===== src/rtl/tx_bist_pkg.sv =====
package tx_bist_pkg;

   typedef enum logic [1:0] {
      MODE_PASS = 2'd0,
      MODE_ALT  = 2'd1,
      MODE_SEQ  = 2'd2
   } bist_mode_e;

   typedef enum logic {
      LFSR_FIB = 1'b0,
      LFSR_GAL = 1'b1
   } lfsr_form_e;

   // alternating line word: odd bit positions set (MSB first for even widths)
   function automatic logic [31:0] alt_word(input int unsigned width);
      logic [31:0] w;
      w = '0;
      for (int unsigned i = 0; i < width; i++) begin
         w[i] = i[0];
      end
      return w;
   endfunction

endpackage


===== src/rtl/tx_bist_mode_dec.sv =====
module tx_bist_mode_dec #(
   parameter int unsigned NUM_EN = 2
) (
   input  logic                     test_n,
   input  logic [NUM_EN-1:0]        en_n,
   output tx_bist_pkg::bist_mode_e  mode_o
);
   import tx_bist_pkg::*;

   if (NUM_EN < 1) begin : g_bad_en
      $error("tx_bist_mode_dec: NUM_EN must be at least 1");
   end

   logic any_en;
   assign any_en = ~(&en_n);

   always_comb begin
      if (test_n)      mode_o = MODE_PASS;
      else if (any_en) mode_o = MODE_SEQ;
      else             mode_o = MODE_ALT;
   end

endmodule


===== src/rtl/tx_bist_lfsr.sv =====
module tx_bist_lfsr #(
   parameter int unsigned            W     = 8,
   parameter logic [W-1:0]           TAPS  = 8'hB8,
   parameter logic [W-1:0]           SEED  = 8'hFF,
   parameter tx_bist_pkg::lfsr_form_e FORM = tx_bist_pkg::LFSR_FIB
) (
   input  logic         clk,
   input  logic         rst,
   input  logic         reseed,
   input  logic         step,
   output logic [W-1:0] state_o,
   output logic         wrap_o
);
   import tx_bist_pkg::*;

   if (W < 3) begin : g_bad_w
      $error("tx_bist_lfsr: W must be at least 3");
   end
   if (SEED == '0) begin : g_bad_seed
      $error("tx_bist_lfsr: SEED must be non-zero");
   end
   if (TAPS[W-1] != 1'b1) begin : g_bad_taps
      $error("tx_bist_lfsr: TAPS must include the top stage");
   end

   logic [W-1:0] cur_q;
   logic [W-1:0] nxt;

   if (FORM == LFSR_FIB) begin : g_fib
      always_comb nxt = {cur_q[W-2:0], ^(cur_q & TAPS)};
   end else begin : g_gal
      always_comb nxt = cur_q[0] ? ((cur_q >> 1) ^ TAPS) : (cur_q >> 1);
   end

   always_ff @(posedge clk) begin
      if (rst || reseed) cur_q <= SEED;
      else if (step)     cur_q <= nxt;
   end

   assign state_o = cur_q;
   assign wrap_o  = (nxt == SEED);

   // a maximal-length register never reaches the all-zero lock-up state
   a_r4_nonzero: assert property (@(posedge clk) disable iff (rst)
      cur_q != '0);

   // stepping on the wrap flag lands on the seed
   a_r8_wrap_lands_seed: assert property (@(posedge clk) disable iff (rst)
      (step && wrap_o && !reseed) |=> (cur_q == SEED));

   // no step and no reseed keeps the state
   a_r9_hold_state: assert property (@(posedge clk) disable iff (rst)
      (!step && !reseed) |=> $stable(cur_q));

endmodule


===== src/rtl/tx_bist_symmap.sv =====
module tx_bist_symmap #(
   parameter int unsigned  W             = 8,
   parameter int unsigned  SYM_W         = 10,
   parameter logic [W-1:0] VIOL_STATE    = 8'h01,
   parameter logic [W-1:0] SPECIAL_STATE = 8'h7F,
   parameter logic [W-1:0] SPECIAL_CODE  = 8'hBC
) (
   input  tx_bist_pkg::bist_mode_e mode_i,
   input  logic [W-1:0]            state_i,
   input  logic [W-1:0]            data_i,
   input  logic                    special_i,
   input  logic                    viol_i,
   output logic [SYM_W-1:0]        sym_o,
   output logic                    raw_o,
   output logic                    viol_o
);
   import tx_bist_pkg::*;

   localparam int unsigned SPECIAL_BIT = W;
   localparam logic [31:0] ALT_FULL    = alt_word(SYM_W);
   localparam logic [SYM_W-1:0] ALT_SYM = ALT_FULL[SYM_W-1:0];

   if (SYM_W < W + 2) begin : g_bad_sym
      $error("tx_bist_symmap: SYM_W must be at least W+2");
   end
   if (SYM_W > 32) begin : g_bad_sym_max
      $error("tx_bist_symmap: SYM_W must not exceed 32");
   end
   if (VIOL_STATE == SPECIAL_STATE) begin : g_bad_states
      $error("tx_bist_symmap: violation and special states must differ");
   end

   always_comb begin
      sym_o  = '0;
      raw_o  = 1'b0;
      viol_o = 1'b0;
      unique case (mode_i)
         MODE_PASS: begin
            sym_o[W-1:0]       = data_i;
            sym_o[SPECIAL_BIT] = special_i;
            viol_o             = viol_i;
         end
         MODE_ALT: begin
            sym_o = ALT_SYM;
            raw_o = 1'b1;
         end
         MODE_SEQ: begin
            if (state_i == VIOL_STATE) begin
               viol_o = 1'b1;
            end else if (state_i == SPECIAL_STATE) begin
               sym_o[W-1:0]       = SPECIAL_CODE;
               sym_o[SPECIAL_BIT] = 1'b1;
            end else begin
               sym_o[W-1:0] = state_i;
            end
         end
         default: begin
            sym_o = '0;
         end
      endcase
   end

endmodule


===== src/rtl/tx_bist_gen.sv =====
module tx_bist_gen #(
   parameter int unsigned           DATA_W        = 8,
   parameter int unsigned           SYM_W         = 10,
   parameter logic [DATA_W-1:0]     LFSR_TAPS     = 8'hB8,
   parameter logic [DATA_W-1:0]     LFSR_SEED     = 8'hFF,
   parameter logic [DATA_W-1:0]     VIOL_STATE    = 8'h01,
   parameter logic [DATA_W-1:0]     SPECIAL_STATE = 8'h7F,
   parameter logic [DATA_W-1:0]     SPECIAL_CODE  = 8'hBC,
   parameter tx_bist_pkg::lfsr_form_e LFSR_FORM   = tx_bist_pkg::LFSR_FIB
) (
   input  logic              clk,
   input  logic              rst,
   input  logic              test_n,
   input  logic              en_a_n,
   input  logic              en_b_n,
   input  logic [DATA_W-1:0] data_i,
   input  logic              special_i,
   input  logic              viol_i,
   output logic [SYM_W-1:0]  sym_o,
   output logic              raw_o,
   output logic              viol_o,
   output logic              loop_n_o
);
   import tx_bist_pkg::*;

   localparam int unsigned NUM_EN = 2;
   localparam int unsigned PERIOD = (1 << DATA_W) - 1;
   localparam logic [31:0] ALT_FULL = alt_word(SYM_W);
   localparam logic [SYM_W-1:0] ALT_SYM = ALT_FULL[SYM_W-1:0];

   bist_mode_e        mode;
   logic [DATA_W-1:0] lfsr_state;
   logic              lfsr_wrap;
   logic              reseed;
   logic              step;
   logic [SYM_W-1:0]  sym_d;
   logic              raw_d;
   logic              viol_d;
   logic              loop_n_d;

   tx_bist_mode_dec #(
      .NUM_EN (NUM_EN)
   ) u_mode (
      .test_n (test_n),
      .en_n   ({en_b_n, en_a_n}),
      .mode_o (mode)
   );

   assign reseed = (mode == MODE_PASS);
   assign step   = (mode == MODE_SEQ);

   tx_bist_lfsr #(
      .W    (DATA_W),
      .TAPS (LFSR_TAPS),
      .SEED (LFSR_SEED),
      .FORM (LFSR_FORM)
   ) u_lfsr (
      .clk     (clk),
      .rst     (rst),
      .reseed  (reseed),
      .step    (step),
      .state_o (lfsr_state),
      .wrap_o  (lfsr_wrap)
   );

   tx_bist_symmap #(
      .W             (DATA_W),
      .SYM_W         (SYM_W),
      .VIOL_STATE    (VIOL_STATE),
      .SPECIAL_STATE (SPECIAL_STATE),
      .SPECIAL_CODE  (SPECIAL_CODE)
   ) u_map (
      .mode_i    (mode),
      .state_i   (lfsr_state),
      .data_i    (data_i),
      .special_i (special_i),
      .viol_i    (viol_i),
      .sym_o     (sym_d),
      .raw_o     (raw_d),
      .viol_o    (viol_d)
   );

   assign loop_n_d = !(step && lfsr_wrap);

   always_ff @(posedge clk) begin
      if (rst) begin
         sym_o    <= '0;
         raw_o    <= 1'b0;
         viol_o   <= 1'b0;
         loop_n_o <= 1'b1;
      end else begin
         sym_o    <= sym_d;
         raw_o    <= raw_d;
         viol_o   <= viol_d;
         loop_n_o <= loop_n_d;
      end
   end

   // symbols stepped since the seed was last loaded (checks pass length)
   logic [DATA_W-1:0] pass_cnt;
   always_ff @(posedge clk) begin
      if (rst || reseed)            pass_cnt <= '0;
      else if (step && lfsr_wrap)   pass_cnt <= '0;
      else if (step)                pass_cnt <= pass_cnt + 1'b1;
   end

   // the wrap arrives after exactly PERIOD-1 earlier symbols of the pass
   a_r8_pass_length: assert property (@(posedge clk) disable iff (rst)
      (step && lfsr_wrap) |-> (pass_cnt == DATA_W'(PERIOD - 1)));

   // marker lasts one cycle
   a_r8_single_pulse: assert property (@(posedge clk) disable iff (rst)
      !loop_n_o |=> loop_n_o);

   // a raw word is always the alternating pattern and carries no flags
   a_r3_alt_word: assert property (@(posedge clk) disable iff (rst)
      raw_o |-> (sym_o == ALT_SYM && !viol_o && loop_n_o));

   // a violation never rides on a raw word or a nonzero symbol in test
   a_r6_viol_clean: assert property (@(posedge clk) disable iff (rst)
      (viol_o && !$past(test_n)) |-> (sym_o == '0 && !raw_o));

endmodule


===== config.mk =====
export PLATFORM = sky130hd
export DESIGN_NAME = tx_bist_gen
export DESIGN_NICKNAME = d
export VERILOG_FILES = /design/src/rtl/tx_bist_pkg.sv /design/src/rtl/tx_bist_mode_dec.sv /design/src/rtl/tx_bist_lfsr.sv /design/src/rtl/tx_bist_symmap.sv /design/src/rtl/tx_bist_gen.sv
export SDC_FILE = /design/constraint.sdc
export NUM_CORES = 1
export LEC_CHECK = 0
export BUFFER_PORTS_ARGS = -buffer_cell sky130_fd_sc_hd__buf_2
export CORE_MARGIN = 1.5
export CORE_UTILIZATION = 45
export CTS_BUF_LIST = sky130_fd_sc_hd__clkbuf_8 sky130_fd_sc_hd__clkbuf_16
export DETAILED_ROUTE_END_ITERATION = 6
export GPL_TIMING_DRIVEN = 1
export PLACE_DENSITY = 0.74
export SYNTH_ARGS = -nofsm -noshare
export SYNTH_HDL_FRONTEND = slang
export SYNTH_HIERARCHICAL = 1
export SYNTH_SLANG_ARGS = --single-unit

===== constraint.sdc =====
create_clock -name clk -period 1.2 [get_ports clk]
set_clock_uncertainty 0.1 [all_clocks]
set_input_delay 0.06 -clock clk [delete_from_list [all_inputs] [get_ports clk]]
set_output_delay 0.06 -clock clk [all_outputs]
set_load 0.01 [all_outputs]

==> flow_summary.toml, run 1 <==
[timing]
holdWs_ns = 0.0432
slew_headroom_pct = 73.2
period_minus_slack_ns = 1.20
final_cycle_utilization_of_the_critical_path_pct = 100
final_critical_path_setup_slack_ns = -0.00147
worst_slew_pin_slew_ns = 0.403
report.final.setup_viol = 2
max_clock_freq_mhz = 832
grt_setup_unrepaired = "true"
timing.final.hold_violations = 0
report.final.slew_viol_count = 0

[route]
routed_wire_length_per_instance_um = 12.5
drtAntennaViolNets = 0
post-route-drc-count = 0
drt_wl_total_um = 2310
top_layer_used = "met4"
route.layer.met1.wl_um = 952
detailedRoute.firstIterationViolations = 9
met3RoutedLength_um = 132
detail_route.vias_per_cell = 4.97
dr_wl_met2_um = 1200
drt-pass1-iter-count = 4
route.vias.total = 920

[die]
die-width_um = 51.4
start_util_pct = 47.7
std_cell_rows = 17
floorplan_die_area_um2 = 2640
pin_count = 28
vertical_die_dimension_um = 51.4
coreArea_um2 = 2210

[clock_network]
cts_made_buffers = 3
tritoncts_clock_tree = "yes"
clkLatencyLatePin_ns = 0.25
number_of_clock_sinks = 21
cts_root_buffer = "clkbuf_8"
ctsHtreeMaxLevel = 1
max-clock-path-buffers = 2
clock_slew_at_reported_path_ffs_ns = 0.07

[placed_design]
place_inst = 178
routabilityCongestion = 0.905
io_buffer_count = 27
hpwl_um = 1790

[logic_synthesis]
synth_top_flop_cell = "dfxtp_1"
ys_seq_elements = 21
ys_top_cells_by_count = "dfxtp_1 (21), nor2_1 (15), nand2_1 (12)"
ys_async_sr_fraction_pct = 0
synth-edff-count = 0
synth_fp_nets = 128
synth_top_cell_by_area = "dfxtp_1"
yosysWarningCount = 6
netlist_instances = 113
seq_area_frac_synth_pct = 39.9
synth.most_common_cell = "dfxtp_1"
synth.distinct_cells = 30
syn_area_um2 = 1050
yosysTopAreaCellShare_pct = 39.9
top_cells_by_area_synth = "dfxtp_1 (40%), mux2i_1 (9.5%), nor2b_2 (6.6%)"
per_instance_average_area_after_synthesis_um2 = 9.33

[global_routing]
globalRouteOverflowTotal = 0
grt_antenna_before_repair = 0
grt_util_all_layers_pct = 20.5
grt_max_degree = 16
grt_first_pass_wirelength_um = 3970
first_global_vias = 941

[power]
max-vdd-ir-drop_mv = 0.588
power.leakage_nw = 0.660
pwr_density_cell_nw_per_um2 = 999

[setup_path]
worst-r2r-setup-slack_ns = -0.001
worst_setup_path_start_kind = "register"
timing.rr.start = "u_lfsr/state_o[5]$_SDFFE_PP1P_"
critical_path.reg2reg.endpoint = "sym_o[0]$_SDFF_PP0_"
required_ns = 1.23
worst-r2r-cell-count = 5
cp_max_fo = 4
cp_data_arrival_time_ns = 1.24
timing_worst_setup_path_type = "register to register"
kind_of_end_point_of_the_critical_path = "register"

[flow_run]
max-cap-violations = 0

[run_status]
violations_in_the_final_reports = "negative setup slack"
status = "finished, violations left"

[min_path]
hold-path-cell-count = 4
holdCritStartpoint = "data_i[0]"
whs_endpoint = "sym_o[0]$_SDFF_PP0_"
min-delay-path-class = "input pin to register"

[cells_and_area]
num-nets-final = 173
layout-drive-gt1-share_pct = 53.5
num_antenna_cells = 0
final-instance-count-excl-fill = 185
area_growth_syn_to_layout_pct = 33.3
timing repair:
action / in CTS / in global routing
buffers inserted: 1 / 2
resized for setup: 5 / 3
hold buffers: 0 / 0
endpoints found under the setup margin: 4 / 6
cloned: 0 / 0
pin swaps: 5 / 0
worst max-delay path by stage:
stage | start | cells past startpoint | end
5_1_grt | u_lfsr/state_o[5]$_SDFFE_PP1P_ | 5 | sym_o[0]$_SDFF_PP0_
6_report | u_lfsr/state_o[5]$_SDFFE_PP1P_ | 5 | sym_o[0]$_SDFF_PP0_
2_1_floorplan | u_lfsr/state_o[4]$_SDFFE_PP1P_ | 6 | sym_o[0]$_SDFF_PP0_
3_5_place_dp | test_n | 6 | sym_o[0]$_SDFF_PP0_
4_1_cts | u_lfsr/state_o[5]$_SDFFE_PP1P_ | 5 | sym_o[1]$_SDFF_PP0_
3_3_place_gp | en_a_n | 7 | viol_o$_SDFF_PP0_
routing by layer:
layer | vias to the layer above | GRT usage (%)
met5 | - | 0
met4 | 0 | 9.21
met3 | 4 | 4.09
met2 | 28 | 37.0
met1 | 428 | 23.0
li1 | 460 | -
registers in the layout (all words and copies together) (netlist names):
register and count:
u_lfsr/state_o 8, viol_o 1, raw_o 1, loop_n_o 1, sym_o 10
worst max-delay path, cell delays in order, from the launching register on:
cell and delay (ns):
dfxtp_4 0.37, nand4_1 0.10, nor2_2 0.16, a31o_2 0.16, o21ai_1 0.05, nor2b_2 0.15
kinds of logic after synthesis:
| family | after synthesis | synth area share, % |
|---|---|---|
| and+or+nand+nor | 54 | 31.4 |
| DFF | 21 | 39.9 |
| AOI/OAI and AO/OA | 13 | 7.95 |
| buffers and inverters | 12 | 8.78 |
| muxes | 10 | 9.49 |
| xor gates and xnor gates | 3 | 2.49 |
through the flow:
stage               total power [mW]  utilization, %  TNS [ns]  worst slack [ns]  instance area [um^2]
finish                          1.41            63.6  -0.00174          -0.00147                  1410
global route                    1.48            63.6    -0.121           -0.0466                  1410
CTS                             1.42            62.6         0           0.00514                  1380
detailed placement             0.991            59.6     -1.06            -0.108                  1320
global placement               0.985            59.6    -0.676           -0.0803                  1320
floorplan                      0.897               -   -0.0969           -0.0518                  1070
layout by cell type (no fill, tap or decap), drive strengths merged:
cell and n:
nor2b 11, nor4 1, nand4bb 1, inv 1, clkbuf 3, mux2i 10
a31oi 1, a31o 1, nand4b 1, a32oi 1, o21ai 3, and2b 5
o211ai 1, dfxtp 21, a21oi 5, nand3 1, xnor2 3, a211oi 1
buf 52, nor2 16, nand2b 1, nand4 3, nand2 12, and3b 2
layout make-up:
class                           instances  area, um^2
Timing Repair Buffer                   52         335
Multi-Input combinational cell         80         556
Tap cell                               28        35.0
Clock inverter                          1        3.75
Sequential cell                        21         435
Fill cell                             197         806
Clock buffer                            3        41.3
power by group:
part	internal, mW	total (mW)	switching, mW
clock	0.227	0.435	0.208
combinational	0.133	0.245	0.112
sequential	0.718	0.724	0.00647
total	1.08	1.41	0.327
Note: power is estimated with default switching activity, not from simulation.
==> run 2, diff against run 1 <==
--- a/config.mk
+++ b/config.mk
@@ -11,8 +11,9 @@
 export CTS_BUF_LIST = sky130_fd_sc_hd__clkbuf_8 sky130_fd_sc_hd__clkbuf_16
 export DETAILED_ROUTE_END_ITERATION = 6
 export GPL_TIMING_DRIVEN = 1
-export PLACE_DENSITY = 0.74
+export PLACE_DENSITY = 0.71
 export SYNTH_ARGS = -nofsm -noshare
 export SYNTH_HDL_FRONTEND = slang
 export SYNTH_HIERARCHICAL = 1
 export SYNTH_SLANG_ARGS = --single-unit
+export TNS_END_PERCENT = 1
==> constraint.sdc (replaced) <==
create_clock -name clk -period 1.5 [get_ports clk]
set_clock_uncertainty 0.1 [all_clocks]
set_input_delay 0.075 -clock clk [delete_from_list [all_inputs] [get_ports clk]]
set_output_delay 0.075 -clock clk [all_outputs]
set_load 0.01 [all_outputs]
==> run 2 against run 1 <==
The flow now finishes without violations; power shrank 20%; wire length shrank 11%; via count shrank 7.0%; die area is the same; global-route usage shrank 3.3 points; flip-flop and latch count is the same; clock-buffer cell count is the same; cell count shrank 8.1%; largest cell class unchanged.
==> flow_summary.toml, run 2 (synthesis gave the netlist of run 1 again) <==
[cells_and_area]
num-nets-final = 158
postLayoutCoreUtil_pct = 56.7
area_growth_syn_to_layout_pct = 18.9
layout_common_cells = "buf_2 (27), dfxtp_1 (20), nor2_1 (15), nand2_1 (12)"
layout.cells.most_common = "buf_2"
final-instance-count-excl-fill = 170
num_antenna_cells = 0
layout-drive-gt1-share_pct = 42.3
largest_register_ffs = 10
top_register_by_number_of_flip_flops = "sym_o"

[global_routing]
grt_max_degree = 17
grt_first_pass_wirelength_um = 3390
grt_util_all_layers_pct = 17.2
first_global_vias = 764
globalRouteOverflowTotal = 0
grt_antenna_before_repair = 0

[setup_path]
timing.critical_path.buf_inv = 0
worst-r2r-cell-count = 5
slowest_delay_ns = 0.46
timing.rr.start = "u_lfsr/state_o[1]$_SDFFE_PP1P_"
worst_setup_path_start_kind = "register"
cp_cell_sequence = "nand2_1, nor2_2, a31o_2, a21oi_1, nor2b_2"
cp_max_fo = 6
path_delay_family = "flip-flops"
timing_worst_setup_path_type = "register to register"
cp_data_arrival_time_ns = 1.42
required_ns = 1.54
critical_path.reg2reg.endpoint = "sym_o[1]$_SDFF_PP0_"
cpMaxStageDelayCell = "dfxtp_1"
worst-r2r-setup-slack_ns = 0.13
kind_of_end_point_of_the_critical_path = "register"

[route]
drt_wl_total_um = 2060
post-route-drc-count = 0
drtAntennaViolNets = 0
drt-pass1-iter-count = 5
routed_wire_length_per_instance_um = 12.1
route.vias.total = 856
detailedRoute.firstIterationViolations = 34
detail_route.vias_per_cell = 5.04

[min_path]
hold-path-cell-count = 4
holdCritStartpoint = "data_i[0]"
whs_endpoint = "sym_o[0]$_SDFF_PP0_"
min-delay-path-class = "input pin to register"

[clock_network]
clkLatencyLatePin_ns = 0.26
ctsHtreeMaxLevel = 1
cts_made_buffers = 3
number_of_clock_sinks = 21
clock_slew_at_reported_path_ffs_ns = 0.07
tritoncts_clock_tree = "yes"
max-clock-path-buffers = 2
cts-hold-fix-buffers = 0
cts_root_buffer = "clkbuf_8"

[power]
max-vdd-ir-drop_mv = 0.862
power.leakage_nw = 0.590
pwr_density_cell_nw_per_um2 = 891

[die]
coreArea_um2 = 2210
pin_count = 28
die-width_um = 51.4
std_cell_rows = 17
vertical_die_dimension_um = 51.4
floorplan_die_area_um2 = 2640
start_util_pct = 47.7

[timing]
slew_headroom_pct = 73.6
final_cycle_utilization_of_the_critical_path_pct = 91.6
report.final.setup_viol = 0
period_minus_slack_ns = 1.37
report.final.slew_viol_count = 0
max_clock_freq_mhz = 728
final_critical_path_setup_slack_ns = 0.126
timing.final.hold_violations = 0
setup_tns_ns = 0
holdWs_ns = 0.0453
grt_setup_unrepaired = "false"
worst_slew_pin_slew_ns = 0.396

[placed_design]
hpwl_um = 1460
routabilityCongestion = 0.874
io_buffer_count = 27
place_worst_setup_slack_ns = 0.0786
place_inst = 166

[run_status]
status = "complete, no violations"

[flow_run]
max-cap-violations = 0
[run 2: cell count changes in the layout (fill, tap and decap cells not counted), sizes merged]
cell	delta
buf	-15
[run 2: worst max-delay path by stage]
| stage | startpoint | endpoint | depth (start not counted) |
|---|---|---|---|
| final | u_lfsr/state_o[1]$_SDFFE_PP1P_ | sym_o[1]$_SDFF_PP0_ | 5 |
| after floorplan | u_lfsr/state_o[5]$_SDFFE_PP1P_ | sym_o[0]$_SDFF_PP0_ | 6 |
| after global placement | u_lfsr/state_o[4]$_SDFFE_PP1P_ | sym_o[0]$_SDFF_PP0_ | 5 |
| after detailed placement | u_lfsr/state_o[4]$_SDFFE_PP1P_ | sym_o[1]$_SDFF_PP0_ | 5 |
| after global routing | u_lfsr/state_o[1]$_SDFFE_PP1P_ | sym_o[1]$_SDFF_PP0_ | 5 |
| after CTS | u_lfsr/state_o[4]$_SDFFE_PP1P_ | sym_o[1]$_SDFF_PP0_ | 5 |
[run 2: area by class of cell]
cell class | instances | area, um^2
clock buffers | 3 | 41.3
clock inverters | 1 | 3.75
fillers | 203 | 958
multi-input cells | 80 | 542
flip-flops and latches | 21 | 422
well taps | 28 | 35.0
repair buffers | 37 | 210
[run 2: through the flow]
stage                     cell area [um^2]  power (mW)
after detailed placement              1210       0.773
after global placement                1210       0.770
final                                 1250        1.12
after CTS                             1250        1.13
after global routing                  1250        1.19
after floorplan                       1050       0.718
[run 2: repair_timing]
action / 4_1_cts / 5_1_grt
setup buffers: 0 / 0
resized for setup: 0 / 1
endpoints found under the setup margin: 0 / 2
[run 2: worst reg2reg max path, cell delays in order, from the launching register on]
cell and delay, ns:
dfxtp_1 0.46, nand2_1 0.10, nor2_2 0.21, a31o_2 0.16
a21oi_1 0.08, nor2b_2 0.15
[run 2: per-layer routing]
| metal | track usage [%] | vias to the layer above | part of all wire [%] |
|---|---|---|---|
| met5 | 0 | - | 0 |
| met4 | 5.70 | 0 | 1.3 |
| met3 | 6.14 | 6 | 7.1 |
| met2 | 26.9 | 38 | 48 |
| met1 | 21.8 | 376 | 44 |
| li1 | - | 436 | - |
[run 2: where the power goes]
group / internal, mW / leakage [nW] / total [mW] / switching, mW
sequential: 0.580 / 0.172 / 0.585 / 0.00526
clock: 0.182 / 0.0269 / 0.357 / 0.175
combinational: 0.0907 / 0.391 / 0.175 / 0.0843
==> run 3, diff against run 2 <==
--- a/config.mk
+++ b/config.mk
@@ -11,6 +11,7 @@
 export CTS_BUF_LIST = sky130_fd_sc_hd__clkbuf_8 sky130_fd_sc_hd__clkbuf_16
 export DETAILED_ROUTE_END_ITERATION = 6
 export GPL_TIMING_DRIVEN = 1
+export HOLD_SLACK_MARGIN = 0.12
 export PLACE_DENSITY = 0.71
 export SYNTH_ARGS = -nofsm -noshare
 export SYNTH_HDL_FRONTEND = slang
==> run 3 against run 2 <==
Non-clock buffer count rose by 6; largest cell class unchanged; critical path depth unchanged; sequential share of layout area decreased by 1.5 points; via count grew 4.0%; clock power about the same.
==> flow_summary.toml, run 3 (synthesis gave the netlist of run 1 again) <==
[die]
coreArea_um2 = 2210
pin_count = 28
floorplan_die_area_um2 = 2640
start_util_pct = 47.7
vertical_die_dimension_um = 51.4
std_cell_rows = 17
die-width_um = 51.4

[power]
pwr_density_cell_nw_per_um2 = 863
total_power_mw = 1.13
power.switching_mw = 0.271
max-vdd-ir-drop_mv = 0.878
sequentialPowerShare_pct = 51.6
swShare_pct = 23.9
power.share.combinational_pct = 16.6
power.leakage_nw = 0.615
cellInternalPower_mw = 0.863
power.clock.fraction_pct = 31.8

[cells_and_area]
multi_input_comb_area_um2 = 542
num-fill-cells = 193
layout.cells.most_common = "buf_2"
sequential_cell_area_um2 = 422
largest_register_ffs = 10
num_antenna_cells = 0
final-instance-count-excl-fill = 176
area_growth_syn_to_layout_pct = 24.6
layout-drive-gt1-share_pct = 40.5
layout.cell_area.non_filler_um2 = 1310
num-nets-final = 164
layout_common_cells = "buf_2 (27), dfxtp_1 (20), nor2_1 (15), nand2_1 (12)"
top_register_by_number_of_flip_flops = "sym_o"

[timing]
grt_setup_unrepaired = "false"
slew_headroom_pct = 73.1
report.final.setup_viol = 0
worst_slew_pin_slew_ns = 0.404
setup_tns_ns = 0
report.final.slew_viol_count = 0
final_cycle_utilization_of_the_critical_path_pct = 91.0
timing.final.hold_violations = 0
max_clock_freq_mhz = 733
final_critical_path_setup_slack_ns = 0.135
period_minus_slack_ns = 1.36

[setup_path]
critical_path.reg2reg.endpoint = "sym_o[1]$_SDFF_PP0_"
startpoint = "u_lfsr/state_o[6]$_SDFFE_PP1P_"
timing_worst_setup_path_type = "register to register"
worst-r2r-setup-slack_ns = 0.14
worst_setup_path_start_kind = "register"
required_ns = 1.54
cp_data_arrival_time_ns = 1.41
timing.rr.start = "u_lfsr/state_o[6]$_SDFFE_PP1P_"
cp_max_fo = 6
worst-r2r-cell-count = 5
kind_of_end_point_of_the_critical_path = "register"

[min_path]
holdCritStartpoint = "data_i[3]"
min-delay-path-class = "input pin to register"
hold-path-cell-count = 4
whs_endpoint = "sym_o[3]$_SDFF_PP0_"

[route]
detail_route.vias_per_cell = 5.06
drtAntennaViolNets = 0
routed_wire_length_per_instance_um = 12.6
post-route-drc-count = 0
detailedRoute.firstIterationViolations = 34
drt_wl_total_um = 2210
drt-pass1-iter-count = 5
route.vias.total = 890

[global_routing]
globalRouteMet1Util_pct = 22.6
globalRoute.busiestLayer = "met2"
first_global_vias = 800
grt_util_all_layers_pct = 18.1
groute.layer.met2.usage_pct = 29.5
grt_antenna_before_repair = 0
grt_first_pass_wirelength_um = 3550
grt_max_degree = 17
met3_usage_pct = 5.85
globalRouteOverflowTotal = 0

[clock_network]
number_of_clock_sinks = 21
clkLatencyLatePin_ns = 0.26
max-clock-path-buffers = 2
cts_made_buffers = 3
cts_post_setup_buffers_inserted = 0
tritoncts_clock_tree = "yes"
clock_slew_at_reported_path_ffs_ns = 0.07
cts_root_buffer = "clkbuf_8"
ctsHtreeMaxLevel = 1

[placed_design]
routabilityCongestion = 0.874
hpwl_um = 1460
io_buffer_count = 27
place_inst = 166
placedInstanceArea_um2 = 1210
place_worst_setup_slack_ns = 0.0786

[flow_run]
max-cap-violations = 0

[run_status]
status = "complete, no violations"
[run 3: worst max-delay path by stage]
stage	depth (start not counted)	slack (ns)	endpoint
floorplan	6	0.21	sym_o[0]$_SDFF_PP0_
global placement	5	0.10	sym_o[0]$_SDFF_PP0_
detailed placement	5	0.08	sym_o[1]$_SDFF_PP0_
CTS	5	0.07	sym_o[1]$_SDFF_PP0_
global route	5	0.06	sym_o[1]$_SDFF_PP0_
finish	5	0.14	sym_o[1]$_SDFF_PP0_
[run 3: worst max-delay path, cell delays in order (launching register included)]
cell	delay (ns)
dfxtp_1	0.46
nand2_1	0.10
nor2_2	0.21
a31o_2	0.16
a21oi_1	0.08
nor2b_2	0.15
[run 3: what timing repair did]
| item | in CTS | in global routing |
|---|---|---|
| gates resized for setup | 0 | 1 |
| endpoints found under the setup margin | 0 | 2 |
| hold endpoints to repair | 8 | 0 |
| hold buffers | 6 | 0 |
[run 3: cell type report]
| type | instances | share of cell area, % |
|---|---|---|
| sequential | 21 | 32.1 |
| tap | 28 | 2.67 |
| clock buffer | 3 | 3.14 |
| clock inverter | 1 | 0.286 |
| multi-input combinational | 80 | 41.2 |
| timing repair buffer | 43 | 20.6 |
[run 3: stage by stage]
stage	hold WS, ns	utilization, %
after global routing	0.151	59.4
after CTS	0.121	59.3
after global placement	0.307	54.6
after floorplan	0.100	-
final	0.119	59.4
after detailed placement	0.321	54.6
[run 3: power groups by stage]
stage	clock, mW	sequential (mW)	combinational [mW]
floorplan	0	0.611	0.107
global placement	0	0.597	0.173
detailed placement	0	0.598	0.175
CTS	0.371	0.585	0.188
global route	0.405	0.588	0.206
finish	0.360	0.585	0.189
[run 3: per-layer routing]
| metal | wire [um] | up-vias |
|---|---|---|
| li1 | - | 446 |
| met1 | 943 | 394 |
| met2 | 1080 | 44 |
| met3 | 158 | 6 |
| met4 | 30 | 0 |
| met5 | 0 | - |
